File: config.mk
export PLATFORM = sky130hd
export DESIGN_NAME = sdr_lowpower_seq
export DESIGN_NICKNAME = d
export VERILOG_FILES = /design/src/rtl/lps_pkg.sv /design/src/rtl/lps_timers.sv /design/src/rtl/lps_ctrl.sv /design/src/rtl/sdr_lowpower_seq.sv
export SDC_FILE = /design/constraint.sdc
export NUM_CORES = 1
export LEC_CHECK = 0
export BUFFER_PORTS_ARGS = -buffer_cell sky130_fd_sc_hd__buf_4
export CAP_MARGIN = 30
export CORE_ASPECT_RATIO = 1.4
export CORE_MARGIN = 2
export CORE_UTILIZATION = 58
export CTS_CLUSTER_SIZE = 40
export DETAILED_ROUTE_END_ITERATION = 10
export PLACE_DENSITY = 0.83
export SLEW_MARGIN = 20
export SYNTH_ARGS = -nofsm -noshare
export SYNTH_HDL_FRONTEND = slang
export SYNTH_SLANG_ARGS = --single-unit
File: constraint.sdc
create_clock -name clk -period 3.69 [get_ports clk]
set_input_delay 0.369 -clock clk [delete_from_list [all_inputs] [get_ports clk]]
set_output_delay 0.369 -clock clk [all_outputs]
set_load 0.01 [all_outputs]
File: src/rtl/lps_pkg.sv
package lps_pkg;

  typedef enum logic [2:0] {
    CMD_NOP    = 3'd0,
    CMD_REFA   = 3'd1,
    CMD_PREALL = 3'd2,
    CMD_READ   = 3'd3,
    CMD_SRE    = 3'd4
  } cmd_e;

  typedef enum logic [3:0] {
    S_IDLE,
    S_ACC,
    S_PDN,
    S_PUP,
    S_AREF,
    S_SRE,
    S_SREF,
    S_XWAIT,
    S_XREF1,
    S_XWRD,
    S_XRD,
    S_XPRE,
    S_XREF2
  } state_e;

  // strobes from control to the timer datapath
  typedef struct packed {
    logic exitClr;
    logic exitRun;
    logic refClr;
  } tmr_strb_t;

endpackage

File: src/rtl/lps_timers.sv
module lps_timers
  import lps_pkg::*;
#(
  parameter int NR_CYC = 33,
  parameter int RD_CYC = 200,
  parameter int RI_W   = 16
) (
  input  logic            clk,
  input  logic            rstN,
  input  tmr_strb_t       strb,
  input  logic [RI_W-1:0] refInterval,
  output logic            nrOpenNext,
  output logic            rdOpenNext,
  output logic            refDue
);

  localparam int XW = $clog2(NR_CYC + RD_CYC + 2);
  localparam logic [XW-1:0] XMAX  = '1;
  localparam logic [XW-1:0] NR_M1 = XW'(NR_CYC - 1);
  localparam logic [XW-1:0] RD_M1 = XW'(RD_CYC - 1);
  localparam logic [RI_W-1:0] RMAX = '1;

  logic [XW-1:0]   exitCnt;
  logic [RI_W-1:0] refCnt;
  logic [RI_W-1:0] refLimit;

  // cycles elapsed since CKE rose on self-refresh exit
  always_ff @(posedge clk) begin
    if (!rstN) begin
      exitCnt <= '0;
    end else if (strb.exitClr) begin
      exitCnt <= '0;
    end else if (strb.exitRun && exitCnt != XMAX) begin
      exitCnt <= exitCnt + 1'b1;
    end
  end

  // cycles elapsed since the last all-bank refresh
  always_ff @(posedge clk) begin
    if (!rstN) begin
      refCnt <= '0;
    end else if (strb.refClr) begin
      refCnt <= '0;
    end else if (refCnt != RMAX) begin
      refCnt <= refCnt + 1'b1;
    end
  end

  assign refLimit   = refInterval - RI_W'(1);
  // flags say whether the following cycle lies inside the allowed window
  assign nrOpenNext = exitCnt >= NR_M1;
  assign rdOpenNext = exitCnt >= RD_M1;
  assign refDue     = refCnt >= refLimit;

endmodule

File: src/rtl/lps_ctrl.sv
module lps_ctrl
  import lps_pkg::*;
(
  input  logic       clk,
  input  logic       rstN,
  input  logic       slfRefReq,
  input  logic       refOnReq,
  input  logic       autoPdEn,
  input  logic       accReq,
  input  logic       accDone,
  input  logic       nrOpenNext,
  input  logic       rdOpenNext,
  input  logic       refDue,
  output tmr_strb_t  strb,
  output logic [2:0] cmdCode,
  output logic       cmdValid,
  output logic       cke,
  output logic       srefActive,
  output logic       accGrant
);

  state_e state, nxt;
  cmd_e   cmdSel;
  logic   sEnter, sExit, inRecov, refHold;

  assign sEnter = slfRefReq && refOnReq;
  assign sExit  = !slfRefReq && !refOnReq;

  always_ff @(posedge clk) begin
    if (!rstN) state <= S_IDLE;
    else       state <= nxt;
  end

  always_comb begin
    nxt = state;
    case (state)
      S_IDLE: begin
        if (sEnter)        nxt = S_SRE;
        else if (refDue)   nxt = S_AREF;
        else if (accReq)   nxt = S_ACC;
        else if (autoPdEn) nxt = S_PDN;
      end
      S_ACC:   if (accDone) nxt = autoPdEn ? S_PDN : S_IDLE;
      S_PDN:   if (!autoPdEn || sEnter || refDue || accReq) nxt = S_PUP;
      S_PUP: begin
        if (refDue)      nxt = S_AREF;
        else if (accReq) nxt = S_ACC;
        else             nxt = S_IDLE;
      end
      S_AREF:  nxt = S_IDLE;
      S_SRE:   nxt = S_SREF;
      S_SREF:  if (sExit) nxt = S_XWAIT;
      S_XWAIT: if (nrOpenNext) nxt = S_XREF1;
      S_XREF1: nxt = rdOpenNext ? S_XRD : S_XWRD;
      S_XWRD:  if (rdOpenNext) nxt = S_XRD;
      S_XRD:   nxt = S_XPRE;
      S_XPRE:  nxt = S_XREF2;
      S_XREF2: nxt = accReq ? S_ACC : S_IDLE;
      default: nxt = S_IDLE;
    endcase
  end

  // command selection per state
  always_comb begin
    case (state)
      S_AREF, S_XREF1, S_XREF2: cmdSel = CMD_REFA;
      S_XRD:                    cmdSel = CMD_READ;
      S_XPRE:                   cmdSel = CMD_PREALL;
      S_SRE:                    cmdSel = CMD_SRE;
      default:                  cmdSel = CMD_NOP;
    endcase
  end

  assign inRecov  = state inside {S_XWAIT, S_XREF1, S_XWRD, S_XRD, S_XPRE, S_XREF2};
  assign refHold  = inRecov || (state inside {S_AREF, S_SRE, S_SREF});

  assign strb.exitClr = !inRecov;
  assign strb.exitRun = inRecov;
  assign strb.refClr  = refHold;

  assign cmdCode    = cmdSel;
  assign cmdValid   = state inside {S_AREF, S_SRE, S_XREF1, S_XRD, S_XPRE, S_XREF2};
  assign cke        = !(state inside {S_SREF, S_PDN});
  assign srefActive = (state == S_SREF);
  assign accGrant   = (state == S_ACC);

endmodule

File: src/rtl/sdr_lowpower_seq.sv
module sdr_lowpower_seq
  import lps_pkg::*;
#(
  parameter int CLK_PS        = 4000,
  parameter int EXIT_NS       = 130,
  parameter int READ_WAIT_CYC = 200,
  parameter int RI_W          = 16
) (
  input  logic            clk,
  input  logic            rstN,
  input  logic            slfRefReq,
  input  logic            refOnReq,
  input  logic            autoPdEn,
  input  logic            accReq,
  input  logic            accDone,
  input  logic [RI_W-1:0] refInterval,
  output logic [2:0]      cmdCode,
  output logic            cmdValid,
  output logic            cke,
  output logic            srefActive,
  output logic            accGrant
);

  // non-read exit window in cycles, rounded up, at least one
  localparam int NR_RAW = (EXIT_NS * 1000 + CLK_PS - 1) / CLK_PS;
  localparam int NR_CYC = (NR_RAW < 1) ? 1 : NR_RAW;
  localparam int RD_CYC = (READ_WAIT_CYC < 1) ? 1 : READ_WAIT_CYC;

  tmr_strb_t strb;
  logic      nrOpenNext, rdOpenNext, refDue;

  lps_ctrl ctrl_i (
    .clk        (clk),
    .rstN       (rstN),
    .slfRefReq  (slfRefReq),
    .refOnReq   (refOnReq),
    .autoPdEn   (autoPdEn),
    .accReq     (accReq),
    .accDone    (accDone),
    .nrOpenNext (nrOpenNext),
    .rdOpenNext (rdOpenNext),
    .refDue     (refDue),
    .strb       (strb),
    .cmdCode    (cmdCode),
    .cmdValid   (cmdValid),
    .cke        (cke),
    .srefActive (srefActive),
    .accGrant   (accGrant)
  );

  lps_timers #(
    .NR_CYC (NR_CYC),
    .RD_CYC (RD_CYC),
    .RI_W   (RI_W)
  ) tmr_i (
    .clk         (clk),
    .rstN        (rstN),
    .strb        (strb),
    .refInterval (refInterval),
    .nrOpenNext  (nrOpenNext),
    .rdOpenNext  (rdOpenNext),
    .refDue      (refDue)
  );

endmodule

; After elaboration in Yosys (flattened, before gate mapping)
; Cells that the tools add are included.
[word_totals]
reg_bits = 28
word_cells = 65
[classes]
add_sub_neg = 3
reduce_logical = 20
n_eq_ne = 20
muxes = 15
n_bitwise = 1
order_cmp = 3
[ops]
columns = operator, count
row1 = one-hot mux 4 bit (12 select lines), 1
row2 = 2-to-1 mux 4 bit, 10
row3 = "== test 4 bit, second input constant", 5
row4 = "adder 16 x 1 -> 16 bit, second input constant", 1
row5 = "== test 4 x 3 -> 1 bit, second input constant", 4
row6 = greater-or-equal comparator 16 bit, 1
row7 = "!= test 16 bit, second input constant", 1
row8 = "subtractor 16 x 1 -> 16 bit, second input constant", 1
row9 = one-hot mux 3 bit (4 select lines), 1
row10 = nonzero test 6 bit, 2
row11 = "adder 8 x 1 -> 8 bit, second input constant", 1
row12 = "== test 4 x 2 -> 1 bit, second input constant", 2
row13 = "greater-or-equal comparator 8 x 6 -> 1 bit, second input constant", 1
row14 = "greater-or-equal comparator 8 bit, second input constant", 1
row15 = "!= test 2 x 1 -> 1 bit, second input constant", 4
row16 = "!= test 8 bit, second input constant", 1
row17 = AND reduction 6 bit, 1
row18 = "!= test 5 x 3 -> 1 bit, second input constant", 1
row19 = "== test 4 x 1 -> 1 bit, second input constant", 1
row20 = zero test 1 bit, 4
row21 = zero test 4 bit, 1
row22 = logical OR 1 bit, 4
row23 = 2-to-1 mux 2 bit, 2
row24 = logical AND 1 bit, 3
row25 = 8 further kinds, 8

; Depth between registers and ports, before layout
; Gate-level depths: netlist of run 1.
[depth]
word_depth = 6
depth_mapped = 12
depth_no_buf = 12

; Cells and area by module
; From an unflattened synthesis of run 1, not the netlist that was laid out.
[hier_totals]
cells_unflattened = 285
area_unflattened_um2 = 2298.5
[modules_own_cells]
columns = module, instances, area_each_um2, seq_area_each_um2, cells_each
row1 = lps_timers, 1, 1793.0, 480.5, 216
row2 = lps_ctrl, 1, 505.5, 80.1, 69

; Worst setup path after synthesis of run 1
; No wires, ideal clock.
[synth_timing]
kind = input port to flip-flop
start = in refInterval[5]
end = reg ctrl_i.state[2]
setup_slack_ps = 760
required_ps = 3573
stages = 11
t_arrival_ps = 2813
cell_sequence = nor4_1 nand3_1 nor4_1 xnor2_1 ha_1 a211oi_1 nor2_1 nor4_4 nand4_2 a221o_1 a22o_1
[synth_via]
elab_chain_cells = 6
[synth_lines]
columns = element, line_no
row1 = start: declaration, sdr_lowpower_seq.sv:16  ; input logic [RI_W-1:0] refInterval,
row2 = subtractor 16 x 1 -> 16 bit (*), lps_timers.sv:49  ; assign refLimit = refInterval - RI_W'(1);
row3 = greater-or-equal comparator 16 bit (*), lps_timers.sv:53  ; assign refDue = refCnt >= refLimit;
row4 = "parallel branches: the longest is 4 deep, another holds one-hot mux 4 bit (12 select lines)", -
row5 = end signal: assignment, lps_ctrl.sv:31  ; else state <= nxt;
row6 = end: declaration, lps_ctrl.sv:22  ; state_e state, nxt;
; Every way passes the cells marked *.
; A chain may end at the register's enable or synchronous reset.

; Worst setup path in the final report of run 1
; Same ends and word-level chain as after synthesis.

==> impl_metrics.yaml, run 1 <==
yosys:
  synthFlopType: "dfxtp_1"
  synth_largest_area_cell: "dfxtp_1"
  synth_top_area_share_pct: 24.9
  synthesis.area_um2: 2250
  synth-edff-count: 0
  syn_avg_cell_area_um2: 7.77
  synth_instances: 290
  synthDistinctLibCells: 50
  yosys_register_bits: 28
  ys.warnings.count: 0
  synth_nets: 333
  postSynth.asyncResetShare_pct: 0
  synth_seq_area_share_pct: 24.9
  synth.area.top_cells: "dfxtp_1 (25%), ha_1 (11%), nor2_1 (7.3%)"
grt:
  first_pass_grt_wire_length_mm: 8.22
  globalRoute.totalOverflow: 0
  antenna_found_initial: 0
  grt_use_total_pct: 22.5
  grt_pass1_vias: 2027
  grt_max_degree: 23
critical_path:
  timing_worst_setup_path_type: "input port to flip-flop"
  critPathLaunchType: "input port"
  endpoint_kind_of_the_worst_setup_timing_path: "flip-flop"
  worst_path_required_time_ns: 3.87
  critical_path_arrival_ns: 3.27
  crit_fanout: 4
power:
  cellInternalPower_w: 0.000616
  net-switching-power_w: 0.000319
  clockPowerShare_pct: 26.0
  power.share.switching_pct: 34.1
  fin_total_pwr_w: 0.000935
  power-per-cell-area_nw_per_um2: 365
  power.static_leakage_nw: 0.971
  power.share.sequential_pct: 41.4
  ir_worst_vdd_uv: 355
  combinationalPowerShare_pct: 32.6
placement:
  numPortBuffers: 29
  place.detailed.instances: 352
  last_weighted_congestion_value_of_the_routability_driven_placer: 0.828
  dpl.hpwl_mm: 3.80
  dp_worst_setup_slack_ns: 0.307
clock_tree:
  cts_tree: "built"
  cts_max_path_buffers: 2
  clock_sink_count: 28
  postCtsHoldBufs: 0
  clock-root-buffer: "clkbuf_8"
  clk-insertion-delay-late_ns: 0.28
  numCtsBuffers: 3
  clk_pin_slew_ns: 0.09
  cts-resized-gates: 0
  htree_levels: 1
  cts_post_setup_buffers_inserted: 0
cells_and_area:
  final_net_count: 358
  antenna-diode-count: 0
  flow.area_growth_from_synthesis_pct: 13.7
  drive_above_1_share_pct: 14.0
  mostFrequentLayoutCell: "nor2_1"
  instances_no_fill: 356
  most-common-layout-cells: "nor2_1 (44), buf_4 (30), dfxtp_1 (28), nand2_1 (27), nor3_1 (21)"
sta:
  fmax_ghz: 0.324
  slew_headroom_pct: 55.7
  fin_ws_ns: 0.600
  post-route-period-util_pct: 83.8
  rsz0062_at_grt: "no"
  setup_viol_count_final: 0
  timing.setup.tns_ns: 0
  period_needed_ns: 3.09
  finalHoldViolations: 0
  maxSlewViolCount: 0
  worst-slew-pin-transition_ns: 0.663
  skew_ns: 0.00516
die:
  core_um2: 3680
  die-height_um: 77.8
  num_rows: 26
  floorplan.initialDensity_pct: 61.3
  io-pin-count: 30
  chipWidth_um: 56.7
  design.die.area_um2: 4410
detailed_routing:
  routed_wirelength_mm: 4.74
  first_iter_violations: 90
  drt-vias-per-instance: 5.88
  post_drt_wl_per_cell_um: 13.3
  detailed_route_drc_error_count: 0
  detailroute.via_count: 2092
  first_pass_iters: 4
  route.antenna.remaining_nets: 0
status:
  run_status: "finished, final reports clean"
worst_hold_path:
  timing.hold.worst.class: "input port to flip-flop"
flow_run:
  drv_cap: 0
==> area by class of cell <==
type,instances,area (um2)
Tap cell,42,52.6
Clock buffer,3,41.3
Multi-Input combinational cell,242,1620
Timing Repair Buffer,30,225
Sequential cell,28,561
Fill cell,303,1110
Clock inverter,1,30.0
Inverter,10,37.5
==> kinds of logic (layout without fill, tap and decap cells) <==
group	after synthesis	in the layout	share of synthesized area [%]
XOR/XNOR	31	31	12.0
flip-flops	28	28	24.9
buffers and inverters	20	44	3.50
AND/OR/NAND/NOR	150	150	34.8
AO/OA/AOI/OAI	39	39	12.8
multiplexers	2	2	0.888
adder cells (fa/ha/maj)	20	20	11.1
==> worst paths after layout <==
| path | to | cells after the start | slack [ns] | from |
|---|---|---|---|---|
| max | ctrl_i.state[2]$_SDFFE_PN0P_ | 12 | 0.60 | refInterval[5] |
| min | ctrl_i.state[3]$_SDFFE_PN0P_ | 2 | 0.35 | rstN |
| max reg2reg | ctrl_i.state[2]$_SDFFE_PN0P_ | 7 | 1.52 | tmr_i.refCnt[13]$_SDFFE_PP0P_ |
| min reg2reg | tmr_i.refCnt[1]$_SDFFE_PP0P_ | 2 | 0.51 | tmr_i.refCnt[1]$_SDFFE_PP0P_ |
==> registers in the layout, indices dropped and copies added (netlist names) <==
signal / flops
tmr_i.exitCnt: 8
ctrl_i.state: 4
tmr_i.refCnt: 16
==> synth_stat cells (all sizes together), types with 4 or more instances <==
library cell / number
a21oi: 12
and4: 4
buf: 5
clkbuf: 5
dfxtp: 28
ha: 20
inv: 9
nand2: 27
nand3: 15
nand4: 9
nor2: 44
nor2b: 4
nor3: 23
nor4: 9
o21ai: 7
xnor2: 16
xor2: 15
==> metrics by stage <==
step | area [um2] | utilization (%) | hold WS [ns]
after floorplan | 2250 | - | 0.466
after global placement | 2480 | 67.6 | 0.491
after detailed placement | 2490 | 67.8 | 0.500
after CTS | 2560 | 69.7 | 0.354
after global routing | 2560 | 69.7 | 0.346
final | 2560 | 69.7 | 0.351
==> worst max-delay path, cell delays in order <==
cell and delay, ns:
buf_4 0.12, nor4_1 0.53, nand3_1 0.25, nor4_1 0.29
xnor2_1 0.16, ha_1 0.27, a211oi_1 0.25, nor2_1 0.11
nor4_4 0.22, nand4_2 0.15, a221o_1 0.36, a22o_1 0.19
==> power by group through the flow <==
stage          registers (W)  logic, W  clock network [W]
3_5_place_dp        0.000392  0.000304                  0
5_1_grt             0.000394  0.000338           0.000262
6_report            0.000387  0.000305           0.000243
2_1_floorplan       0.000343  0.000261                  0
4_1_cts             0.000385  0.000305           0.000249
3_3_place_gp        0.000392  0.000296                  0
==> layer usage <==
layer,part of all wire [%],vias up,global-route usage (%)
li1,-,1085,-
met1,41,953,24.3
met2,54,42,43.6
met3,2.8,12,2.67
met4,2.0,0,7.62
met5,0,-,0
Note: power is estimated with default switching activity, not from simulation.
==> run 2, diff against run 1 <==
- CORE_UTILIZATION: 58 -> 52
- PLACE_DENSITY: 0.83 -> 0.79
- clock period: 3.69 -> 2.6 ns (I/O delays scaled with it)
==> run 2 against run 1 <==
Compared with the run above: the flow now finishes with violations (negative setup slack); first-iteration DRC count rose by 36%; core utilization fell by 2.1 points; routed wire length rose by 11%; register-to-register slack got worse by 1.1 ns; clock-buffer cell count did not move.
==> impl_metrics.yaml, run 2 (synthesis results as in run 1) <==
cells_and_area:
  sequential_area_um2: 561
  finalInstanceArea_um2: 2840
  most-common-layout-cells: "buf_4 (51), nor2_1 (43), dfxtp_1 (28), nand2_1 (27), ha_1 (20)"
  mostFrequentLayoutCell: "buf_4"
  final_net_count: 381
  flow.area_growth_from_synthesis_pct: 26.1
  multi_input_gate_area_um2: 1710
  instances_no_fill: 382
  top_register: "tmr_i.refCnt"
  largest_registers: "tmr_i.refCnt x16, tmr_i.exitCnt x8, ctrl_i.state x4"
  filler_cell_count: 354
  antenna-diode-count: 0
  largest_register_ff_count: 16
  drive_above_1_share_pct: 23.7
placement:
  dp_worst_setup_slack_ns: -0.351
  place.detailed.instances: 378
  last_weighted_congestion_value_of_the_routability_driven_placer: 0.940
  numPortBuffers: 29
  postPlaceCellArea_um2: 2690
  dpl.hpwl_mm: 4.10
die:
  core_um2: 4200
  design.die.area_um2: 4890
  num_rows: 28
  io-pin-count: 30
  chipWidth_um: 59.7
  die-height_um: 81.9
  floorplan.initialDensity_pct: 53.6
grt:
  global_route.usage.met3_pct: 1.57
  first_pass_grt_wire_length_mm: 8.67
  gr-usage-met1_pct: 23.1
  grt_use_total_pct: 22.4
  antenna_found_initial: 0
  gr-max-usage-layer: "met2"
  globalRoute.totalOverflow: 0
  grt_pass1_vias: 2099
  met2_usage_pct: 44.7
  grt_max_degree: 17
status:
  violations_in_the_final_reports: "negative setup slack"
  run_status: "complete, but fails checks"
detailed_routing:
  routed_wirelength_mm: 5.25
  first_pass_iters: 4
  post_drt_wl_per_cell_um: 13.8
  drt-vias-per-instance: 5.87
  detailroute.via_count: 2244
  route.antenna.remaining_nets: 0
  first_iter_violations: 122
  detailed_route_drc_error_count: 0
clock_tree:
  htree_levels: 1
  clk_pin_slew_ns: 0.10
  clock_sink_count: 28
  numCtsBuffers: 3
  cts_max_path_buffers: 2
  cts_tree: "built"
  clk-insertion-delay-late_ns: 0.28
  clock-root-buffer: "clkbuf_8"
  cts_post_setup_buffers_inserted: 0
critical_path:
  worst_path_required_time_ns: 2.79
  crit_fanout: 4
  worstSetupPathDepth: 12
  worst_r2r_path_depth: 7
  timing_worst_setup_path_type: "input port to flip-flop"
  critPathLaunchType: "input port"
  critPathMostFrequentCell: "nor4_4"
  critical_path.slowest_cell: "nor4_4"
  critical_path_arrival_ns: 2.83
  cp.buffers_inverters: 1
  cpPeakStageDelay_ns: 0.39
  endpoint_kind_of_the_worst_setup_timing_path: "flip-flop"
  critical-path-top-delay-family: "simple AND/OR/NAND/NOR gates"
  crit_path_cell_trace: "buf_6 -> nor4_4 -> nand3_2 -> nor3_2 -> xnor2_1 -> ha_1 -> nand4_4 -> nor2_1 -> nor4_4 -> nand4_2 -> a221o_1 -> a22o_1"
flow_run:
  drv_cap: 0
sta:
  maxSlewViolCount: 0
  fin_ws_ns: -0.0438
  post-route-period-util_pct: 102
  timing.setup.tns_ns: -0.0438
  rsz0062_at_grt: "yes"
  worst-slew-pin-transition_ns: 0.486
  finalHoldViolations: 0
  setup_viol_count_final: 1
  skew_ns: 0.00343
  period_needed_ns: 2.64
  fmax_ghz: 0.378
  slew_headroom_pct: 67.5
power:
  power.static_leakage_nw: 1.10
  power-per-cell-area_nw_per_um2: 488
  ir_worst_vdd_uv: 318
worst_hold_path:
  timing.hold.worst.class: "input port to flip-flop"
  cell_depth_of_the_worst_min_delay_path: 2
[run 2: final cells by class]
class / instances / share of cell area [%]
clock buffer: 3 / 1.45
multi-input combinational: 242 / 60.2
sequential: 28 / 19.7
clock inverter: 1 / 1.06
tap: 45 / 1.98
inverter: 10 / 1.32
timing repair buffer: 53 / 14.3
[run 2: through the flow]
| stage | total power, W | hold WS, ns | utilization [%] |
|---|---|---|---|
| 2_1_floorplan | 0.000858 | 0.388 | - |
| 3_3_place_gp | 0.00101 | 0.486 | 64.1 |
| 3_5_place_dp | 0.00103 | 0.501 | 64.1 |
| 4_1_cts | 0.00138 | 0.230 | 66.2 |
| 5_1_grt | 0.00147 | 0.261 | 67.6 |
| 6_report | 0.00139 | 0.227 | 67.6 |
[run 2: path summary, 6_finish.rpt]
check                                                  start                            to  slack [ns]
worst max register to register  tmr_i.refCnt[1]$_SDFFE_PP0P_  ctrl_i.state[2]$_SDFFE_PN0P_        0.46
worst min register to register  tmr_i.refCnt[1]$_SDFFE_PP0P_  tmr_i.refCnt[1]$_SDFFE_PP0P_        0.51
worst max-delay path                          refInterval[5]  ctrl_i.state[2]$_SDFFE_PN0P_       -0.04
worst min-delay path                                    rstN  ctrl_i.state[3]$_SDFFE_PN0P_        0.23
[run 2: report_power, final]
group / internal [W] / leakage (nW) / switching [W]
sequential: 0.000457 / 0.227 / 0.0000693
combinational: 0.000248 / 0.840 / 0.000261
clock: 0.000206 / 0.0357 / 0.000145
[run 2: what timing repair did]
| item | 4_1_cts | 5_1_grt |
|---|---|---|
| pin swaps | 1 | 2 |
| endpoints found under the setup margin | 1 | 3 |
| hold buffers | 0 | 0 |
| cloned | 0 | 0 |
| gates resized for setup | 3 | 12 |
[run 2: routing by layer]
| layer | up-vias | wire, um |
|---|---|---|
| li1 | 1126 | - |
| met1 | 1049 | 2020 |
| met2 | 52 | 2930 |
| met3 | 17 | 135 |
| met4 | 0 | 170 |
| met5 | - | 0 |
[run 2: worst reg2reg max path, delay by kind of cell (launching register included)]
kind,cells,cell delay (ns)
adder cells (fa/ha/maj),1,0.31
AND/OR/NAND/NOR,2,0.26
flip-flops,1,0.35
AO/OA/AOI/OAI,4,1.11
==> run 3, diff against run 2 <==
- BUFFER_PORTS_ARGS: -buffer_cell sky130_fd_sc_hd__buf_4 -> -buffer_cell sky130_fd_sc_hd__buf_2
==> run 3 against run 2 <==
Compared with the run above: the run still ends with negative setup slack left; combinational power up 0.8%; critical endpoint unchanged; largest power group is now combinational cells; clock skew about the same; highest routed layer unchanged; hold slack better by 0.039 ns.
==> impl_metrics.yaml, run 3 (synthesis results as in run 1) <==
status:
  run_status: "complete, but fails checks"
  violations_in_the_final_reports: "negative setup slack"
clock_tree:
  numCtsBuffers: 3
  cts_max_path_buffers: 2
  clock-root-buffer: "clkbuf_8"
  htree_levels: 1
  clk-insertion-delay-late_ns: 0.27
  clk_pin_slew_ns: 0.09
  cts_tree: "built"
  clock_sink_count: 28
sta:
  rsz0062_at_grt: "yes"
  finalHoldViolations: 0
  period_needed_ns: 2.68
  fin_ws_ns: -0.0753
  slew_headroom_pct: 67.8
  post-route-period-util_pct: 103
  fmax_ghz: 0.374
  skew_ns: 0.00351
  fin_worst_hold_slack_ns: 0.266
  worst-slew-pin-transition_ns: 0.483
  maxSlewViolCount: 0
  setup_viol_count_final: 3
grt:
  grt_pass1_vias: 2071
  grt_max_degree: 17
  antenna_found_initial: 0
  globalRoute.totalOverflow: 0
  grt_use_total_pct: 21.9
  first_pass_grt_wire_length_mm: 8.52
detailed_routing:
  first_pass_iters: 4
  detailroute.via_count: 2249
  routed_wirelength_mm: 5.25
  post_drt_wl_per_cell_um: 13.7
  detailed_route_drc_error_count: 0
  drt-vias-per-instance: 5.89
  first_iter_violations: 157
  route.antenna.remaining_nets: 0
die:
  chipWidth_um: 59.7
  core_um2: 4200
  floorplan.initialDensity_pct: 53.6
  io-pin-count: 30
  die-height_um: 81.9
  num_rows: 28
  design.die.area_um2: 4890
cells_and_area:
  filler_cell_count: 339
  largest_register_ff_count: 16
  sequential_area_um2: 561
  final_net_count: 381
  drive_above_1_share_pct: 23.4
  multi_input_gate_area_um2: 1720
  most-common-layout-cells: "nor2_1 (43), dfxtp_1 (28), nand2_1 (27), buf_2 (27), buf_4 (24)"
  flow.area_growth_from_synthesis_pct: 23.3
  largest_registers: "tmr_i.refCnt x16, tmr_i.exitCnt x8, ctrl_i.state x4"
  top_register: "tmr_i.refCnt"
  mostFrequentLayoutCell: "nor2_1"
  antenna-diode-count: 0
power:
  cellInternalPower_w: 0.000898
  ir_worst_vdd_uv: 274
  power.static_leakage_nw: 1.09
  power.share.sequential_pct: 37.5
  combinationalPowerShare_pct: 37.6
  power-per-cell-area_nw_per_um2: 490
  clockPowerShare_pct: 24.9
  net-switching-power_w: 0.000463
  power.share.switching_pct: 34.0
  fin_total_pwr_w: 0.00136
placement:
  numPortBuffers: 29
  dpl.hpwl_mm: 3.88
  last_weighted_congestion_value_of_the_routability_driven_placer: 0.962
critical_path:
  crit_fanout: 4
  worst_path_required_time_ns: 2.77
  endpoint_kind_of_the_worst_setup_timing_path: "flip-flop"
  critical_path_arrival_ns: 2.85
  critPathLaunchType: "input port"
  timing_worst_setup_path_type: "input port to flip-flop"
worst_hold_path:
  timing.hold.worst.class: "input port to flip-flop"
flow_run:
  drv_cap: 0
-- run 3: changes by cell type in the layout (fill, tap and decap cells not counted) --
| cell | previous run | this run |
|---|---|---|
| buf_2 | 0 | 27 |
| buf_4 | 51 | 24 |
| nor3_1 | 18 | 19 |
| nor3_2 | 4 | 3 |
| nor4_2 | 3 | 2 |
| nor4_4 | 3 | 4 |
-- run 3: cell type report --
cell class / instances / area share [%]
Inverter: 10 / 1.35
Clock buffer: 3 / 1.49
Multi-Input combinational cell: 242 / 61.7
Tap cell: 45 / 2.03
Sequential cell: 28 / 20.2
Clock inverter: 1 / 1.08
Timing Repair Buffer: 53 / 12.2
-- run 3: repair_timing --
| item | CTS | global route |
|---|---|---|
| resized for setup | 3 | 13 |
| hold endpoints to repair | 0 | 0 |
| setup endpoints to repair | 1 | 3 |
| pin swaps | 2 | 3 |
| buffers inserted | 0 | 1 |
| hold buffers | 0 | 0 |
-- run 3: worst paths after layout --
check	cells after the start	to	slack (ns)	from
worst max-delay path	12	ctrl_i.state[2]$_SDFFE_PN0P_	-0.08	refInterval[2]
worst min-delay path	2	ctrl_i.state[3]$_SDFFE_PN0P_	0.27	rstN
worst max register to register	7	ctrl_i.state[2]$_SDFFE_PN0P_	0.41	tmr_i.refCnt[13]$_SDFFE_PP0P_
worst min register to register	2	tmr_i.refCnt[1]$_SDFFE_PP0P_	0.50	tmr_i.refCnt[1]$_SDFFE_PP0P_
-- run 3: worst max-delay path, stage by stage --
cell	delay, ns
buf_6	0.10
nor4_4	0.39
nand3_2	0.19
nor4_4	0.18
xnor2_1	0.14
ha_1	0.30
a211oi_2	0.28
nor2_2	0.08
nor4_4	0.21
nand4_2	0.15
a221o_1	0.36
a22o_1	0.19
-- run 3: metal layers --
layer	track usage [%]	wire length [um]	part of all wire, %	vias to the layer above
met3	2.36	162	3.1	18
met1	23.2	2000	38	1036
li1	-	-	-	1138
met2	41.7	2910	55	57
met4	10.0	174	3.3	0
met5	0	0	0	-
-- run 3: power groups by stage --
stage          logic [W]  registers [W]  clock network (W)
6_report        0.000513       0.000510           0.000339
5_1_grt         0.000572       0.000518           0.000365
3_3_place_gp    0.000478       0.000520                  0
3_5_place_dp    0.000486       0.000520                  0
4_1_cts         0.000491       0.000510           0.000349
2_1_floorplan   0.000372       0.000487                  0
-- run 3: stage by stage --
stage          setup WS [ns]  setup TNS (ns)  utilization [%]  instances  cell area (um2)
4_1_cts               0.0119               0             64.3        381             2700
5_1_grt               -0.247          -0.722             66.1        382             2780
6_report             -0.0753          -0.187             66.1        382             2780
3_5_place_dp          -0.333          -0.757             62.2        377             2610
2_1_floorplan        -0.0415         -0.0415                -        290             2280
3_3_place_gp          -0.257          -0.637             62.2        377             2610
